$ cat config.mk
export PLATFORM = sky130hd
export DESIGN_NAME = pwr_serial_link
export DESIGN_NICKNAME = d
export VERILOG_FILES = /design/src/rtl/pwr_link_pkg.sv /design/src/rtl/psl_timing.sv /design/src/rtl/psl_tx.sv /design/src/rtl/psl_rx.sv /design/src/rtl/pwr_serial_link.sv
export SDC_FILE = /design/constraint.sdc
export NUM_CORES = 1
export LEC_CHECK = 0
export ABC_AREA = 1
export BUFFER_PORTS_ARGS = -buffer_cell sky130_fd_sc_hd__buf_2
export CORE_MARGIN = 4
export CORE_UTILIZATION = 55
export DETAILED_ROUTE_END_ITERATION = 6
export PLACE_DENSITY_LB_ADDON = 0.3
export SYNTH_ARGS = -nofsm -noshare
export SYNTH_HDL_FRONTEND = slang
export SYNTH_HIERARCHICAL = 1
export SYNTH_SLANG_ARGS = --single-unit
export TNS_END_PERCENT = 30
$ cat constraint.sdc
create_clock -name clk -period 2.3 [get_ports clk]
set_input_delay 0.23 -clock clk [delete_from_list [all_inputs] [get_ports clk]]
set_output_delay 0.23 -clock clk [all_outputs]
set_load 0.03 [all_outputs]
$ cat src/rtl/pwr_link_pkg.sv
package pwr_link_pkg;
  localparam int COEF_W     = 16;
  localparam int FRAME_BITS = 2 * COEF_W;
  localparam int SEL_W      = 2;
  localparam int CNT_W      = 2 ** SEL_W;
  localparam int BIT_W      = $clog2(FRAME_BITS);

  // last count value of a bit cell: cell length is 2 << sel clocks
  function automatic logic [CNT_W-1:0] cell_last(input logic [SEL_W-1:0] sel);
    cell_last = CNT_W'((2 << sel) - 1);
  endfunction

  // count value at which the serial clock rises on the next edge
  function automatic logic [CNT_W-1:0] half_last(input logic [SEL_W-1:0] sel);
    half_last = CNT_W'((1 << sel) - 1);
  endfunction
endpackage

$ cat src/rtl/psl_timing.sv
module psl_timing
  import pwr_link_pkg::*;
#(
  parameter int NBITS = FRAME_BITS
) (
  input  logic             clk,
  input  logic             rst_n,
  input  logic             start,
  input  logic [SEL_W-1:0] period_sel,
  output logic             ser_clk,
  output logic             ser_sync,
  output logic             cell_start,
  output logic             smp_evt,
  output logic             last_smp_evt,
  output logic             frame_end
);
  localparam int NB_W = $clog2(NBITS);

  logic             active_q;
  logic [CNT_W-1:0] cnt_q;
  logic [NB_W-1:0]  bit_q;
  logic [SEL_W-1:0] sel_q;
  logic             wrap;
  logic             last_bit;

  always_comb begin
    wrap         = active_q && (cnt_q == cell_last(sel_q));
    last_bit     = (bit_q == NB_W'(NBITS - 1));
    frame_end    = wrap && last_bit;
    smp_evt      = active_q && (cnt_q == half_last(sel_q));
    last_smp_evt = smp_evt && last_bit;
    cell_start   = start || (wrap && !last_bit);
    ser_clk      = active_q && (cnt_q > half_last(sel_q));
    ser_sync     = active_q && (bit_q == '0);
  end

  always_ff @(posedge clk or negedge rst_n) begin
    if (!rst_n) begin
      active_q <= 1'b0;
      cnt_q    <= '0;
      bit_q    <= '0;
      sel_q    <= '0;
    end else if (start) begin
      active_q <= 1'b1;
      cnt_q    <= '0;
      bit_q    <= '0;
      sel_q    <= period_sel;
    end else if (active_q) begin
      if (wrap) begin
        cnt_q <= '0;
        if (last_bit) active_q <= 1'b0;
        else          bit_q    <= bit_q + 1'b1;
      end else begin
        cnt_q <= cnt_q + 1'b1;
      end
    end
  end

  p_cnt_bound_r3: assert property (@(posedge clk) disable iff (!rst_n)
    active_q |-> (cnt_q <= cell_last(sel_q)));

  p_frame_idle_r3: assert property (@(posedge clk) disable iff (!rst_n)
    (frame_end && !start) |=> (!ser_clk && !ser_sync));

  p_sync_from_stb_r4: assert property (@(posedge clk) disable iff (!rst_n)
    $rose(ser_sync) |-> $past(start));

  p_sel_hold_r11: assert property (@(posedge clk) disable iff (!rst_n)
    (active_q && !start) |=> $stable(sel_q));
endmodule

$ cat src/rtl/psl_tx.sv
module psl_tx
  import pwr_link_pkg::*;
#(
  parameter int NBITS = FRAME_BITS
) (
  input  logic             clk,
  input  logic             rst_n,
  input  logic             load,
  input  logic             shift,
  input  logic             stop,
  input  logic             tx_en,
  input  logic [NBITS-1:0] power_in,
  output logic             ser_out
);
  logic [NBITS-1:0] sh_q;

  always_ff @(posedge clk or negedge rst_n) begin
    if (!rst_n) begin
      sh_q    <= '0;
      ser_out <= 1'b0;
    end else if (load) begin
      sh_q    <= power_in;
      ser_out <= tx_en & power_in[NBITS-1];
    end else if (shift) begin
      sh_q    <= sh_q << 1;
      ser_out <= tx_en & sh_q[NBITS-2];
    end else if (stop) begin
      ser_out <= 1'b0;
    end
  end

  p_serout_cell_r5: assert property (@(posedge clk) disable iff (!rst_n)
    !(load || shift || stop) |=> $stable(ser_out));

  p_tx_off_r5: assert property (@(posedge clk) disable iff (!rst_n)
    ((load || shift) && !tx_en) |=> !ser_out);

  p_word_held_r6: assert property (@(posedge clk) disable iff (!rst_n)
    !(load || shift) |=> $stable(sh_q));
endmodule

$ cat src/rtl/psl_rx.sv
module psl_rx
  import pwr_link_pkg::*;
#(
  parameter int CW = COEF_W
) (
  input  logic          clk,
  input  logic          rst_n,
  input  logic          start,
  input  logic          smp,
  input  logic          last_smp,
  input  logic          rx_en,
  input  logic          ser_in,
  input  logic [CW-1:0] reg_a,
  input  logic [CW-1:0] reg_b,
  output logic [CW-1:0] coef_a,
  output logic [CW-1:0] coef_b
);
  localparam int WW = 2 * CW;

  logic [WW-2:0] sh_q;
  logic [WW-1:0] word;
  logic [CW-1:0] a_q, b_q;
  logic          commit;

  always_comb begin
    word   = {sh_q, ser_in};
    commit = last_smp && rx_en && !start;
    coef_a = rx_en ? a_q : reg_a;
    coef_b = rx_en ? b_q : reg_b;
  end

  always_ff @(posedge clk or negedge rst_n) begin
    if (!rst_n) begin
      sh_q <= '0;
      a_q  <= '0;
      b_q  <= '0;
    end else begin
      if (start)    sh_q <= '0;
      else if (smp) sh_q <= word[WW-2:0];
      if (commit) begin
        a_q <= word[WW-1:CW];
        b_q <= word[CW-1:0];
      end
    end
  end

  p_coef_atomic_r8: assert property (@(posedge clk) disable iff (!rst_n)
    !commit |=> ($stable(a_q) && $stable(b_q)));

  p_abort_no_commit_r10: assert property (@(posedge clk) disable iff (!rst_n)
    start |=> ($stable(a_q) && $stable(b_q)));
endmodule

$ cat src/rtl/pwr_serial_link.sv
module pwr_serial_link
  import pwr_link_pkg::*;
(
  input  logic                  clk,
  input  logic                  rst_n,
  input  logic                  period_stb,
  input  logic [SEL_W-1:0]      period_sel,
  input  logic [FRAME_BITS-1:0] power_in,
  input  logic                  tx_en,
  input  logic                  rx_en,
  input  logic [COEF_W-1:0]     reg_a,
  input  logic [COEF_W-1:0]     reg_b,
  input  logic                  ser_in,
  output logic                  ser_clk,
  output logic                  ser_sync,
  output logic                  ser_out,
  output logic [COEF_W-1:0]     coef_a,
  output logic [COEF_W-1:0]     coef_b
);
  logic cell_start, smp_evt, last_smp_evt, frame_end;
  logic tx_shift, tx_stop;

  assign tx_shift = cell_start && !period_stb;
  assign tx_stop  = frame_end && !period_stb;

  psl_timing #(.NBITS(FRAME_BITS)) u_timing (
    .clk(clk), .rst_n(rst_n), .start(period_stb), .period_sel(period_sel),
    .ser_clk(ser_clk), .ser_sync(ser_sync), .cell_start(cell_start),
    .smp_evt(smp_evt), .last_smp_evt(last_smp_evt), .frame_end(frame_end)
  );

  psl_tx #(.NBITS(FRAME_BITS)) u_tx (
    .clk(clk), .rst_n(rst_n), .load(period_stb), .shift(tx_shift),
    .stop(tx_stop), .tx_en(tx_en), .power_in(power_in), .ser_out(ser_out)
  );

  psl_rx #(.CW(COEF_W)) u_rx (
    .clk(clk), .rst_n(rst_n), .start(period_stb), .smp(smp_evt),
    .last_smp(last_smp_evt), .rx_en(rx_en), .ser_in(ser_in),
    .reg_a(reg_a), .reg_b(reg_b), .coef_a(coef_a), .coef_b(coef_b)
  );

  p_out_only_framed_r5: assert property (@(posedge clk) disable iff (!rst_n)
    (ser_out && !period_stb && frame_end) |=> !ser_out);
endmodule

Word level (Yosys, flattened, before mapping) --
Cells that the tools add are included.
Storage, ports and cells: register bits after elaboration 107, input bits 72, output and inout port bits 35
Operators by class: $add $sub $neg 4, $lt $le $gt $ge 1, eq/ne operators 4, shifts and indexed selects 2, multiplexer cells 20, bitwise logic cells 2, reductions and logical operators 21
Operators by type and width (count):
- 31-bit 2-to-1 mux | 4
- 16-bit 2-to-1 mux | 2
- 5-bit 2-to-1 mux | 4
- 4-bit 2-to-1 mux | 3
- 1-bit logical AND | 11
- 4-bit == test | 2
- 2-bit nonzero test | 4
- 4-bit by 2-bit subtractor with 4-bit output, second input constant | 2
- 1-bit 2-to-1 mux | 7
- 5-bit by 1-bit adder with 5-bit output, second input constant | 1
- 5-bit == test, second input constant | 1
- 5-bit zero test | 1
- 4-bit by 1-bit adder with 4-bit output, second input constant | 1
- 4-bit > comparator | 1
- 1-bit by 2-bit << shifter with 4-bit output, first input constant | 1
- 2-bit by 2-bit << shifter with 4-bit output, first input constant | 1
- 3-bit AND reduction | 1
- 3-bit nonzero test | 1
- 1-bit AND | 2
- 1-bit zero test | 2
- 2-bit inequality test, second input constant | 1
- 1-bit logical OR | 1

Logic depth before layout (Yosys ltp) --
Gate-level depths: netlist (run 1).
word-level depth 9, depth in mapped cells 15

Hierarchy --
Netlist (run 1), hierarchy kept.
By module, submodules not included:
- psl_rx | times used 1, cells an instance 389, area each 2982.9 um2, sequential area each 1576.5 um2
- psl_tx | times used 1, cells an instance 175, area each 1498.9 um2, sequential area each 800.8 um2
- psl_timing | times used 1, cells an instance 123, area each 907.1 um2, sequential area each 300.3 um2
- pwr_serial_link | times used 1, cells an instance 4, area each 15.0 um2, sequential area each 0.0 um2

Worst setup path after synthesis (run 1) --
OpenSTA, ideal clock, no wires.
path type register -> register, from register u_timing.bit_q[0], to register u_tx.sh_q[13], library setup time 0.067 ns, arrival 2.013 ns, data required time 2.233 ns, path slack 0.220 ns, cell stages (with the launch flop) 16, clock period less this slack 2.080 ns, cells stage by stage dfrtp_1 -> ha_1 -> nand2_1 -> nor2_1 -> ha_1 -> inv_1 -> nand3_2 -> nand2_1 -> inv_1 -> nor2_1 -> inv_2 -> nor2_4 -> buf_6 -> buf_8 -> nand2_2 -> nand3_2
On the way: word-level cells in the longest chain between the ends 6
RTL lines:
- start: declaration | line psl_timing.sv:21 | logic [NB_W-1:0] bit_q;
- start signal: assignment | line psl_timing.sv:52 | else bit_q <= bit_q + 1'b1;
- 5-bit == test | line psl_timing.sv:28 | last_bit = (bit_q == NB_W'(NBITS - 1));
- 1-bit zero test | line psl_timing.sv:32 | cell_start = start || (wrap && !last_bit);
- 1-bit logical AND | line psl_timing.sv:32
- 1-bit logical OR | line psl_timing.sv:32
- via cell_start | line pwr_serial_link.sv:20 | logic cell_start, smp_evt, last_smp_evt, frame_end;
- 1-bit logical AND | line pwr_serial_link.sv:23 | assign tx_shift = cell_start && !period_stb;
- via tx_shift | line pwr_serial_link.sv:21 | logic tx_shift, tx_stop;
- 2-bit nonzero test (no source line)
- end signal: assignment | line psl_tx.sv:22 | sh_q <= power_in;
- end signal: assignment | line psl_tx.sv:25 | sh_q <= sh_q << 1;
- end: declaration | line psl_tx.sv:15 | logic [NBITS-1:0] sh_q;
The timed path passes the listed nets, and every way through them passes these cells. A chain may end at the register's enable or synchronous reset.

Final worst setup path (run 1) --
from register u_timing.bit_q[0], to register u_tx.sh_q[9]
The elaborated chain is that of the path after synthesis.

==> qor.csv, run 1 <==
metric,value,unit
syn-num-nets,771,
slew_headroom,49.4,%
timing_worst_setup_path_type,flip-flop to flip-flop,
cellPowerDensity,607,nW/um2
final_hold_viol_count,0,
clock_insertion_delay_worst_skew,0.36,ns
synth_cells,691,
seq_area,2680,um2
detail_route.vias_per_cell,5.02,
hpwlAfterDp,7640,um
cts_tree,yes,
ir_drop,0.380,mV
drtAntennaViolNets,0,
number_of_antenna_violations_at_the_first_check_in_global_routing,0,
grt_usage,19.9,%
p_leak,3.53,nW
fp.coreArea,9420,um2
worst_ep_arrival_time,2.42,ns
worst_ep_required_time,2.60,ns
cellInternalPower,2.72,mW
clock-skew-final,0.0107,ns
maximum_number_of_pins_on_one_net_before_global_route_repair,62,
postRouteWirelength,11100,um
place_congestion,0.880,
die_width,107,um
clk_root_buffer_cell,sky130_fd_sc_hd__clkbuf_8,
num-fill-cells,790,
fmax,473,MHz
layout.cell_area.non_filler,6280,um2
ys_ff_latch,107,
cts.sinks,107,
placementRows,35,
yosysWarningCount,6,
post-route-min-period,2.11,ns
power_frac_comb,15.3,%
power_share_of_the_clock_group,31.8,%
cts-buffers-inserted,9,
worstHoldEndpoint,u_tx/sh_q[0],
setup_viol,0,
post_synth_instance_area,5400,um2
fin_nets,862,
timing.hold.worst.class,primary input to flip-flop,
maxCapViolations,0,
max_stage_delay,0.44,ns
postPlaceCellArea,6040,um2
detail_route.wl_per_cell,12.1,um
final_max_slew_viol_count,0,
timing.critical_path.from_type,flip-flop,
path_clk_slew,0.11,ns
critical_path.slowest_cell,sky130_fd_sc_hd__dfrtp_1,
critical-path-top-delay-family,simple AND/OR/NAND/NOR gates,
route.vias.total,4602,
post_synth_main_area_contributors,"sky130_fd_sc_hd__dfrtp_1, sky130_fd_sc_hd__nand2_1, sky130_fd_sc_hd__nand3_1",
crit-reg2reg-capture,u_tx/sh_q[9],
vias_in_the_first_global_route,4241,
syn_area_per_cell,7.82,um2
critPathMaxFanout,29,
most-common-layout-cells,"sky130_fd_sc_hd__nand2_1, sky130_fd_sc_hd__dfrtp_1, sky130_fd_sc_hd__buf_2",
drt_first_iter_violations,261,
post_cts.repair.setup_buffers,0,
grt_first_pass_wirelength,19000,um
overall_die_area,11500,um2
netlist-cell-type-count,29,
cts_htree_levels,3,
multiInputGateArea,2300,um2
grt_setup_unrepaired,no,
synth_seq_area_share,49.5,%
hold-path-cell-count,3,
detailedRoute.firstPassIterationCount,5,
initial_core_util,57.4,%
net-switching-power,1.10,mW
portBuffers,106,
worst_pin_slew,0.759,ns
tns,0,ns
yosysTopAreaCellShare,49.5,%
switching_share,28.8,%
fraction_of_final_layout_cells_with_drive_strength_greater_than_1,22.6,%
global_route.overflow_total,0,
crit_chain,ha_1 -> nand2_1 -> nor2_1 -> ha_1 -> inv_2 -> nand3_4 -> nand2_1 -> inv_1 -> nor2_1 -> buf_4 -> inv_2 -> nor2_4 -> buf_12 -> nand2_1 -> nand3_1,
clock_tree.buffer_depth,2,
die_y,107,um
synth_area_leader_cell,sky130_fd_sc_hd__dfrtp_1,
r2r_setup_slack,0.19,ns
critical-path-top-cell-by-count,sky130_fd_sc_hd__nand2_1,
status,"complete, no violations",
antenna_cells,0,
timing.rr.start,u_timing/bit_q[0],
flow.area_growth_from_synthesis,16.3,%
hold_path_startpoint,power_in[0],
setup.worst_path.end_class,flip-flop,
layout.cells.most_common,sky130_fd_sc_hd__nand2_1,
drt_drc_violations_left,0,
r2r.worst_path.cells,15,
power.sequential.fraction,52.8,%
worst-path-buf-inv,5,
timing.final.crit_share,91.9,%
num_io_pins,107,
==> cells by family after synthesis <==
family	after synthesis	synth area share [%]
DFF	107	49.5
adders and majority gates	8	1.85
xor gates and xnor gates	2	0.324
and+or+nand+nor	428	35.8
other	1	0.0694
AOI/OAI and AO/OA	42	4.03
buffers and inverters	103	8.34
==> worst max-delay path by stage <==
stage                       from             to  slack, ns  cells past startpoint
5_1_grt        u_timing/bit_q[0]  u_tx/sh_q[24]       0.03                     15
2_1_floorplan  u_timing/bit_q[0]  u_tx/sh_q[13]       0.22                     15
4_1_cts        u_timing/bit_q[0]  u_tx/sh_q[24]        0.1                     15
6_report       u_timing/bit_q[0]   u_tx/sh_q[9]       0.19                     15
3_5_place_dp   u_timing/sel_q[1]  u_rx/sh_q[13]       0.02                     10
3_3_place_gp   u_timing/sel_q[1]  u_rx/sh_q[22]       0.13                     10
==> power groups by stage <==
stage / Combinational, mW / Clock [mW] / Sequential [mW]
after floorplan: 0.381 / 0 / 2.04
after global placement: 0.568 / 0 / 2.05
after detailed placement: 0.587 / 0 / 2.05
after CTS: 0.590 / 1.25 / 2.02
after global routing: 0.656 / 1.33 / 2.03
final: 0.584 / 1.22 / 2.02
==> area by class of cell <==
type | count | share of cell area [%]
inverters | 63 | 3.76
flip-flops and latches | 107 | 42.6
clock buffers | 10 | 2.19
clock inverters | 6 | 1.29
multi-input cells | 481 | 36.6
well taps | 129 | 2.57
repair buffers | 120 | 11.0
==> through the flow <==
step / utilization, % / power (mW) / instances / hold WS [ns] / setup slack, ns
global placement: 64.2 / 2.62 / 899 / 0.341 / 0.134
floorplan: - / 2.42 / 691 / -0.0656 / 0.220
CTS: 66.7 / 3.86 / 916 / 0.0567 / 0.0992
global route: 66.7 / 4.01 / 916 / 0.0652 / 0.0318
finish: 66.7 / 3.82 / 916 / 0.0764 / 0.185
detailed placement: 64.2 / 2.64 / 899 / 0.354 / 0.0237
==> cell usage after synthesis, drive strengths merged <==
library cell,n
clkinv,1
a211oi,1
nand4,31
conb,1
o21bai,2
nand2,290
ha,8
dfrtp,107
inv,62
a21oi,5
o21ai,34
buf,32
nor3b,1
nor2,27
nand3,77
clkbuf,8
xor2,2
nor3,2
==> registers in the layout, summed over array words and instances, names as in the netlist <==
| name | cells |
|---|---|
| u_rx/b_q | 16 |
| u_tx/sh_q | 31 |
| u_timing/bit_q | 5 |
| u_rx/sh_q | 31 |
| u_timing/active_q | 1 |
| u_timing/cnt_q | 4 |
| u_tx/ser_out | 1 |
| u_rx/a_q | 16 |
| u_timing/sel_q | 2 |
==> what timing repair did <==
action	in CTS	in global routing
hold endpoints to repair	59	0
gates cloned	0	0
resized for setup	1	2
hold buffers	1	0
endpoints found under the setup margin	3	29
==> worst register-to-register path: stages, from the launching register on <==
cell                      delay (ns)
sky130_fd_sc_hd__dfrtp_1        0.44
sky130_fd_sc_hd__ha_1           0.24
sky130_fd_sc_hd__nand2_1        0.09
sky130_fd_sc_hd__nor2_1         0.05
sky130_fd_sc_hd__ha_1           0.19
sky130_fd_sc_hd__inv_2          0.11
sky130_fd_sc_hd__nand3_4        0.11
sky130_fd_sc_hd__nand2_1        0.08
sky130_fd_sc_hd__inv_1          0.04
sky130_fd_sc_hd__nor2_1         0.07
sky130_fd_sc_hd__buf_4          0.16
sky130_fd_sc_hd__inv_2          0.05
sky130_fd_sc_hd__nor2_4         0.09
sky130_fd_sc_hd__buf_12         0.19
sky130_fd_sc_hd__nand2_1        0.09
sky130_fd_sc_hd__nand3_1        0.07
==> per-layer routing <==
layer  vias to the layer above  part of all wire [%]  global-route usage [%]  wire (um)
li1                       2370                     -                       -          -
met1                      2096                    47                    28.4       5180
met2                       129                    47                    31.8       5160
met3                         7                   5.9                    2.89        659
met4                         0                  0.69                    5.66         76
met5                         -                     0                       0          0
No activity file was read; power rests on OpenSTA's default activity.
==> inputs of run 2 (changes only) <==
BUFFER_PORTS_ARGS = -buffer_cell sky130_fd_sc_hd__buf_4   (was -buffer_cell sky130_fd_sc_hd__buf_2)
==> qor.csv, run 2 (synthesis results as in run 1) <==
metric,value,unit
status,"complete, no violations",
final_util,68.9,%
setup_viol,0,
clk_root_buffer_cell,sky130_fd_sc_hd__clkbuf_8,
timing.final.crit_share,91.0,%
worst_slack,0.207,ns
ir_drop,0.278,mV
timing_worst_setup_path_type,flip-flop to flip-flop,
fin_nets,860,
cts_htree_levels,3,
grt_first_pass_wirelength,19600,um
path_clk_slew,0.10,ns
timing.hold.worst.class,primary input to flip-flop,
worst_pin_slew,0.650,ns
clock_insertion_delay_worst_skew,0.36,ns
layout.cells.most_common,sky130_fd_sc_hd__nand2_1,
fmax,478,MHz
multiInputGateArea,2300,um2
portBuffers,106,
tns,0,ns
route.vias.total,4685,
setup.worst_path.end_class,flip-flop,
timing.critical_path.from_type,flip-flop,
initial_core_util,57.4,%
worst_ep_arrival_time,2.38,ns
cts-buffers-inserted,9,
dp.cells,897,
die_y,107,um
num_io_pins,107,
die_width,107,um
cts.sinks,107,
grt_setup_unrepaired,no,
most-common-layout-cells,"sky130_fd_sc_hd__nand2_1, sky130_fd_sc_hd__buf_4, sky130_fd_sc_hd__dfrtp_1",
seq_area,2680,um2
hold_path_startpoint,period_sel[0],
total_power,3.71,mW
drt_first_iter_violations,232,
grt_use_met2,33.2,%
biggestRegsByFlops,"u_rx/sh_q x31, u_tx/sh_q x31",
fp.coreArea,9420,um2
layout.cell_area.non_filler,6490,um2
detail_route.vias_per_cell,5.13,
place_congestion,0.789,
detail_route.wl_per_cell,12.5,um
slew_headroom,56.5,%
drt_drc_violations_left,0,
final_cell_count_no_fill,913,
final_max_slew_viol_count,0,
vias_in_the_first_global_route,4440,
groute.layer.met1.usage,28.7,%
worst_setup_path_startpoint,u_timing/bit_q[0],
critPathMaxFanout,29,
fin_worst_hold_slack,0.0747,ns
postPlaceCellArea,6290,um2
timing.rr.start,u_timing/bit_q[0],
fraction_of_final_layout_cells_with_drive_strength_greater_than_1,22.3,%
grt_usage,20.4,%
cts_tree,yes,
clock_tree.buffer_depth,2,
grt_most_used_layer,met2,
post-route-min-period,2.09,ns
drtAntennaViolNets,0,
flow.area_growth_from_synthesis,20.1,%
maxCapViolations,0,
number_of_antenna_violations_at_the_first_check_in_global_routing,0,
maximum_number_of_pins_on_one_net_before_global_route_repair,82,
p_leak,3.57,nW
hpwlAfterDp,7850,um
final_hold_viol_count,0,
antenna_cells,0,
clock-skew-final,0.0103,ns
overall_die_area,11500,um2
cellPowerDensity,572,nW/um2
placementRows,35,
detailedRoute.firstPassIterationCount,5,
global_routing_met3_resource_utilization,3.13,%
placement.setup.worst_slack,0.0253,ns
num-fill-cells,774,
global_route.overflow_total,0,
postRouteWirelength,11400,um
worst_ep_required_time,2.59,ns
[run 2: final cells by class]
type                    count  area share (%)
flip-flops and latches    107            41.3
multi-input cells         481            35.4
clock inverters             5           0.598
inverters                  63            3.64
clock buffers              10            2.12
repair buffers            118            14.5
well taps                 129            2.49
[run 2: worst max-delay path, stage by stage (launching register included)]
cell                      delay [ns]
sky130_fd_sc_hd__dfrtp_1        0.43
sky130_fd_sc_hd__ha_1           0.22
sky130_fd_sc_hd__nand2_1        0.08
sky130_fd_sc_hd__nor2_1         0.04
sky130_fd_sc_hd__ha_1           0.18
sky130_fd_sc_hd__inv_1          0.12
sky130_fd_sc_hd__nand3_2        0.15
sky130_fd_sc_hd__nand2_1        0.09
sky130_fd_sc_hd__inv_1          0.06
sky130_fd_sc_hd__nor2_4         0.15
sky130_fd_sc_hd__inv_2          0.06
sky130_fd_sc_hd__nor2_4         0.09
sky130_fd_sc_hd__buf_12         0.19
sky130_fd_sc_hd__nand2_1        0.08
sky130_fd_sc_hd__nand3_1        0.08
[run 2: final timing paths]
path                                           to  slack [ns]  cells after the start
worst max-delay path                 u_tx/sh_q[7]        0.21                     14
max in group asynchronous           u_tx/sh_q[22]        1.22                      3
worst min-delay path            u_timing/sel_q[0]        0.07                      3
worst max register to register       u_tx/sh_q[7]        0.21                     14
min in group asynchronous             u_rx/b_q[4]        0.41                      2
worst min register to register       u_rx/a_q[12]        0.48                      2
[run 2: repair_timing]
action / in CTS / in global routing
gates resized for setup: 0 / 3
setup endpoints to repair: 0 / 62
hold buffers: 1 / 0
setup buffers: 0 / 0
hold endpoints to repair: 43 / 0
[run 2: metal layers]
metal,up-vias,routed length [um]
met2,149,5240
met1,2164,5350
met5,-,0
met4,0,91
met3,9,743
li1,2363,-
[run 2: report_power, final]
group	internal, mW	leakage (nW)	switching [mW]	total, mW
combinational	0.251	2.05	0.388	0.639
clock	0.424	0.0887	0.626	1.05
sequential	1.96	1.43	0.0615	2.02
total	2.63	3.57	1.08	3.71
==> inputs of run 3 (changes only) <==
CORE_MARGIN = default   (was 4)
==> qor.csv, run 3 (synthesis results as in run 1) <==
metric,value,unit
critical-path-top-cell-by-count,sky130_fd_sc_hd__nand2_1,
worst_pin_slew,0.652,ns
timing.critical_path.from_type,flip-flop,
initial_core_util,57.7,%
placementRows,35,
worstHoldEndpoint,u_timing/sel_q[0],
most-common-layout-cells,"sky130_fd_sc_hd__nand2_1, sky130_fd_sc_hd__buf_4, sky130_fd_sc_hd__dfrtp_1",
path_clk_slew,0.11,ns
clock_tree.buffer_depth,2,
overall_die_area,10200,um2
max_stage_delay,0.43,ns
r2r.worst_path.cells,14,
place_congestion,0.897,
die_width,101,um
timing.hold.worst.class,primary input to flip-flop,
detailedRoute.firstPassIterationCount,7,
number_of_antenna_violations_at_the_first_check_in_global_routing,0,
clk_root_buffer_cell,sky130_fd_sc_hd__clkbuf_8,
crit-reg2reg-capture,u_tx/sh_q[2],
grt_setup_unrepaired,no,
critical-path-top-delay-family,simple AND/OR/NAND/NOR gates,
timing_worst_setup_path_type,flip-flop to flip-flop,
r2r_setup_slack,0.19,ns
ir_drop,0.400,mV
hold-path-cell-count,3,
fin_nets,859,
post_cts.repair.setup_buffers,0,
die_y,101,um
status,finished with violations,
worst-path-buf-inv,4,
cellPowerDensity,591,nW/um2
cts_tree,yes,
timing.final.crit_share,91.7,%
cts.sinks,107,
clock-skew-final,0.00931,ns
final_hold_viol_count,0,
final_max_slew_viol_count,0,
postRouteWirelength,11300,um
slew_headroom,56.5,%
dp.cells,896,
final_cell_count_no_fill,913,
setup_viol,0,
tns,0,ns
hpwlAfterDp,7700,um
global_route.overflow_total,0,
total_power,3.86,mW
failed_checks,design-rule violations,
vias_in_the_first_global_route,4371,
biggestRegsByFlops,"u_rx/sh_q x31, u_tx/sh_q x31",
detail_route.wl_per_cell,12.3,um
p_leak,3.58,nW
fraction_of_final_layout_cells_with_drive_strength_greater_than_1,22.3,%
hold_path_startpoint,period_sel[0],
antenna_cells,0,
cts-buffers-inserted,9,
post-route-min-period,2.11,ns
maxCapViolations,0,
fmax,474,MHz
critical_path.slowest_cell,sky130_fd_sc_hd__dfrtp_1,
clock_insertion_delay_worst_skew,0.37,ns
setup.worst_path.end_class,flip-flop,
worst_ep_required_time,2.60,ns
cts_htree_levels,3,
route.vias.total,4693,
drtAntennaViolNets,0,
maximum_number_of_pins_on_one_net_before_global_route_repair,84,
worst_ep_arrival_time,2.41,ns
critPathMaxFanout,29,
timing.rr.start,u_timing/bit_q[0],
final_util,69.6,%
detail_route.vias_per_cell,5.14,
drt_drc_violations_left,1,
layout.cells.most_common,sky130_fd_sc_hd__nand2_1,
drt_first_iter_violations,269,
grt_usage,23.3,%
portBuffers,106,
fp.coreArea,9370,um2
flow.area_growth_from_synthesis,20.6,%
grt_first_pass_wirelength,19100,um
crit_chain,ha_1 -> nand2_1 -> nor2_1 -> ha_1 -> inv_1 -> nand3_4 -> nand2_1 -> inv_1 -> nor2_4 -> inv_2 -> nor2_4 -> buf_12 -> nand2_1 -> nand3_1,
num_io_pins,107,
run 3: changes by cell type in the layout (fill, tap and decap cells not counted):
cell                        before  now
sky130_fd_sc_hd__buf_4         113  112
sky130_fd_sc_hd__bufinv_16       0    1
sky130_fd_sc_hd__clkbuf_8       10    9
sky130_fd_sc_hd__clkinv_4        2    0
sky130_fd_sc_hd__inv_6           1    2
sky130_fd_sc_hd__inv_8           0    2
sky130_fd_sc_hd__nand3_2        12   11
sky130_fd_sc_hd__nand3_4         1    2
run 3: timing repair:
item                       4_1_cts  5_1_grt
hold buffers                     1        0
hold endpoints to repair        35        0
setup endpoints to repair        4       60
resized for setup                1        3
run 3: cell type report:
class / count / area (um2)
clock inverter: 7 / 82.6
inverter: 63 / 236
tap: 129 / 161
timing repair buffer: 117 / 931
fill: 784 / 2850
multi-input combinational: 481 / 2310
sequential: 107 / 2680
clock buffer: 9 / 124
run 3: per-stage QoR:
step	setup WS, ns	cell area, um2	hold slack (ns)
6_report	0.191	6520	0.0614
5_1_grt	0.00264	6520	0.0766
2_1_floorplan	0.220	5400	-0.0656
4_1_cts	0.0115	6500	0.0578
3_5_place_dp	0.00871	6280	0.210
3_3_place_gp	0.129	6280	0.207
run 3: report_power, final:
group,internal (mW),switching (mW)
Combinational,0.251,0.386
Clock,0.525,0.672
Sequential,1.96,0.0630
Total,2.73,1.12
run 3: layer usage:
layer	global-route usage (%)	part of all wire [%]	wire [um]	vias to the layer above
met5	0	0	0	-
met4	5.69	0.76	85	0
met3	3.47	5.9	669	10
met2	40.6	48	5390	165
met1	30.8	45	5110	2157
li1	-	-	-	2361
run 3: worst register-to-register path: stages, from the launching register on:
cell,delay (ns)
sky130_fd_sc_hd__dfrtp_1,0.43
sky130_fd_sc_hd__ha_1,0.22
sky130_fd_sc_hd__nand2_1,0.08
sky130_fd_sc_hd__nor2_1,0.05
sky130_fd_sc_hd__ha_1,0.18
sky130_fd_sc_hd__inv_1,0.15
sky130_fd_sc_hd__nand3_4,0.13
sky130_fd_sc_hd__nand2_1,0.08
sky130_fd_sc_hd__inv_1,0.06
sky130_fd_sc_hd__nor2_4,0.15
sky130_fd_sc_hd__inv_2,0.06
sky130_fd_sc_hd__nor2_4,0.10
sky130_fd_sc_hd__buf_12,0.19
sky130_fd_sc_hd__nand2_1,0.09
sky130_fd_sc_hd__nand3_1,0.07
run 3: worst max-delay path by stage:
| stage | cells past startpoint | slack (ns) | end | startpoint |
|---|---|---|---|---|
| final | 14 | 0.19 | u_tx/sh_q[2] | u_timing/bit_q[0] |
| after global routing | 14 | 0.003 | u_tx/sh_q[2] | u_timing/bit_q[0] |
| after CTS | 10 | 0.01 | u_rx/sh_q[1] | u_timing/sel_q[1] |
| after detailed placement | 14 | 0.009 | u_tx/sh_q[2] | u_timing/bit_q[0] |
| after global placement | 10 | 0.13 | u_rx/sh_q[23] | u_timing/sel_q[1] |
| after floorplan | 15 | 0.22 | u_tx/sh_q[13] | u_timing/bit_q[0] |
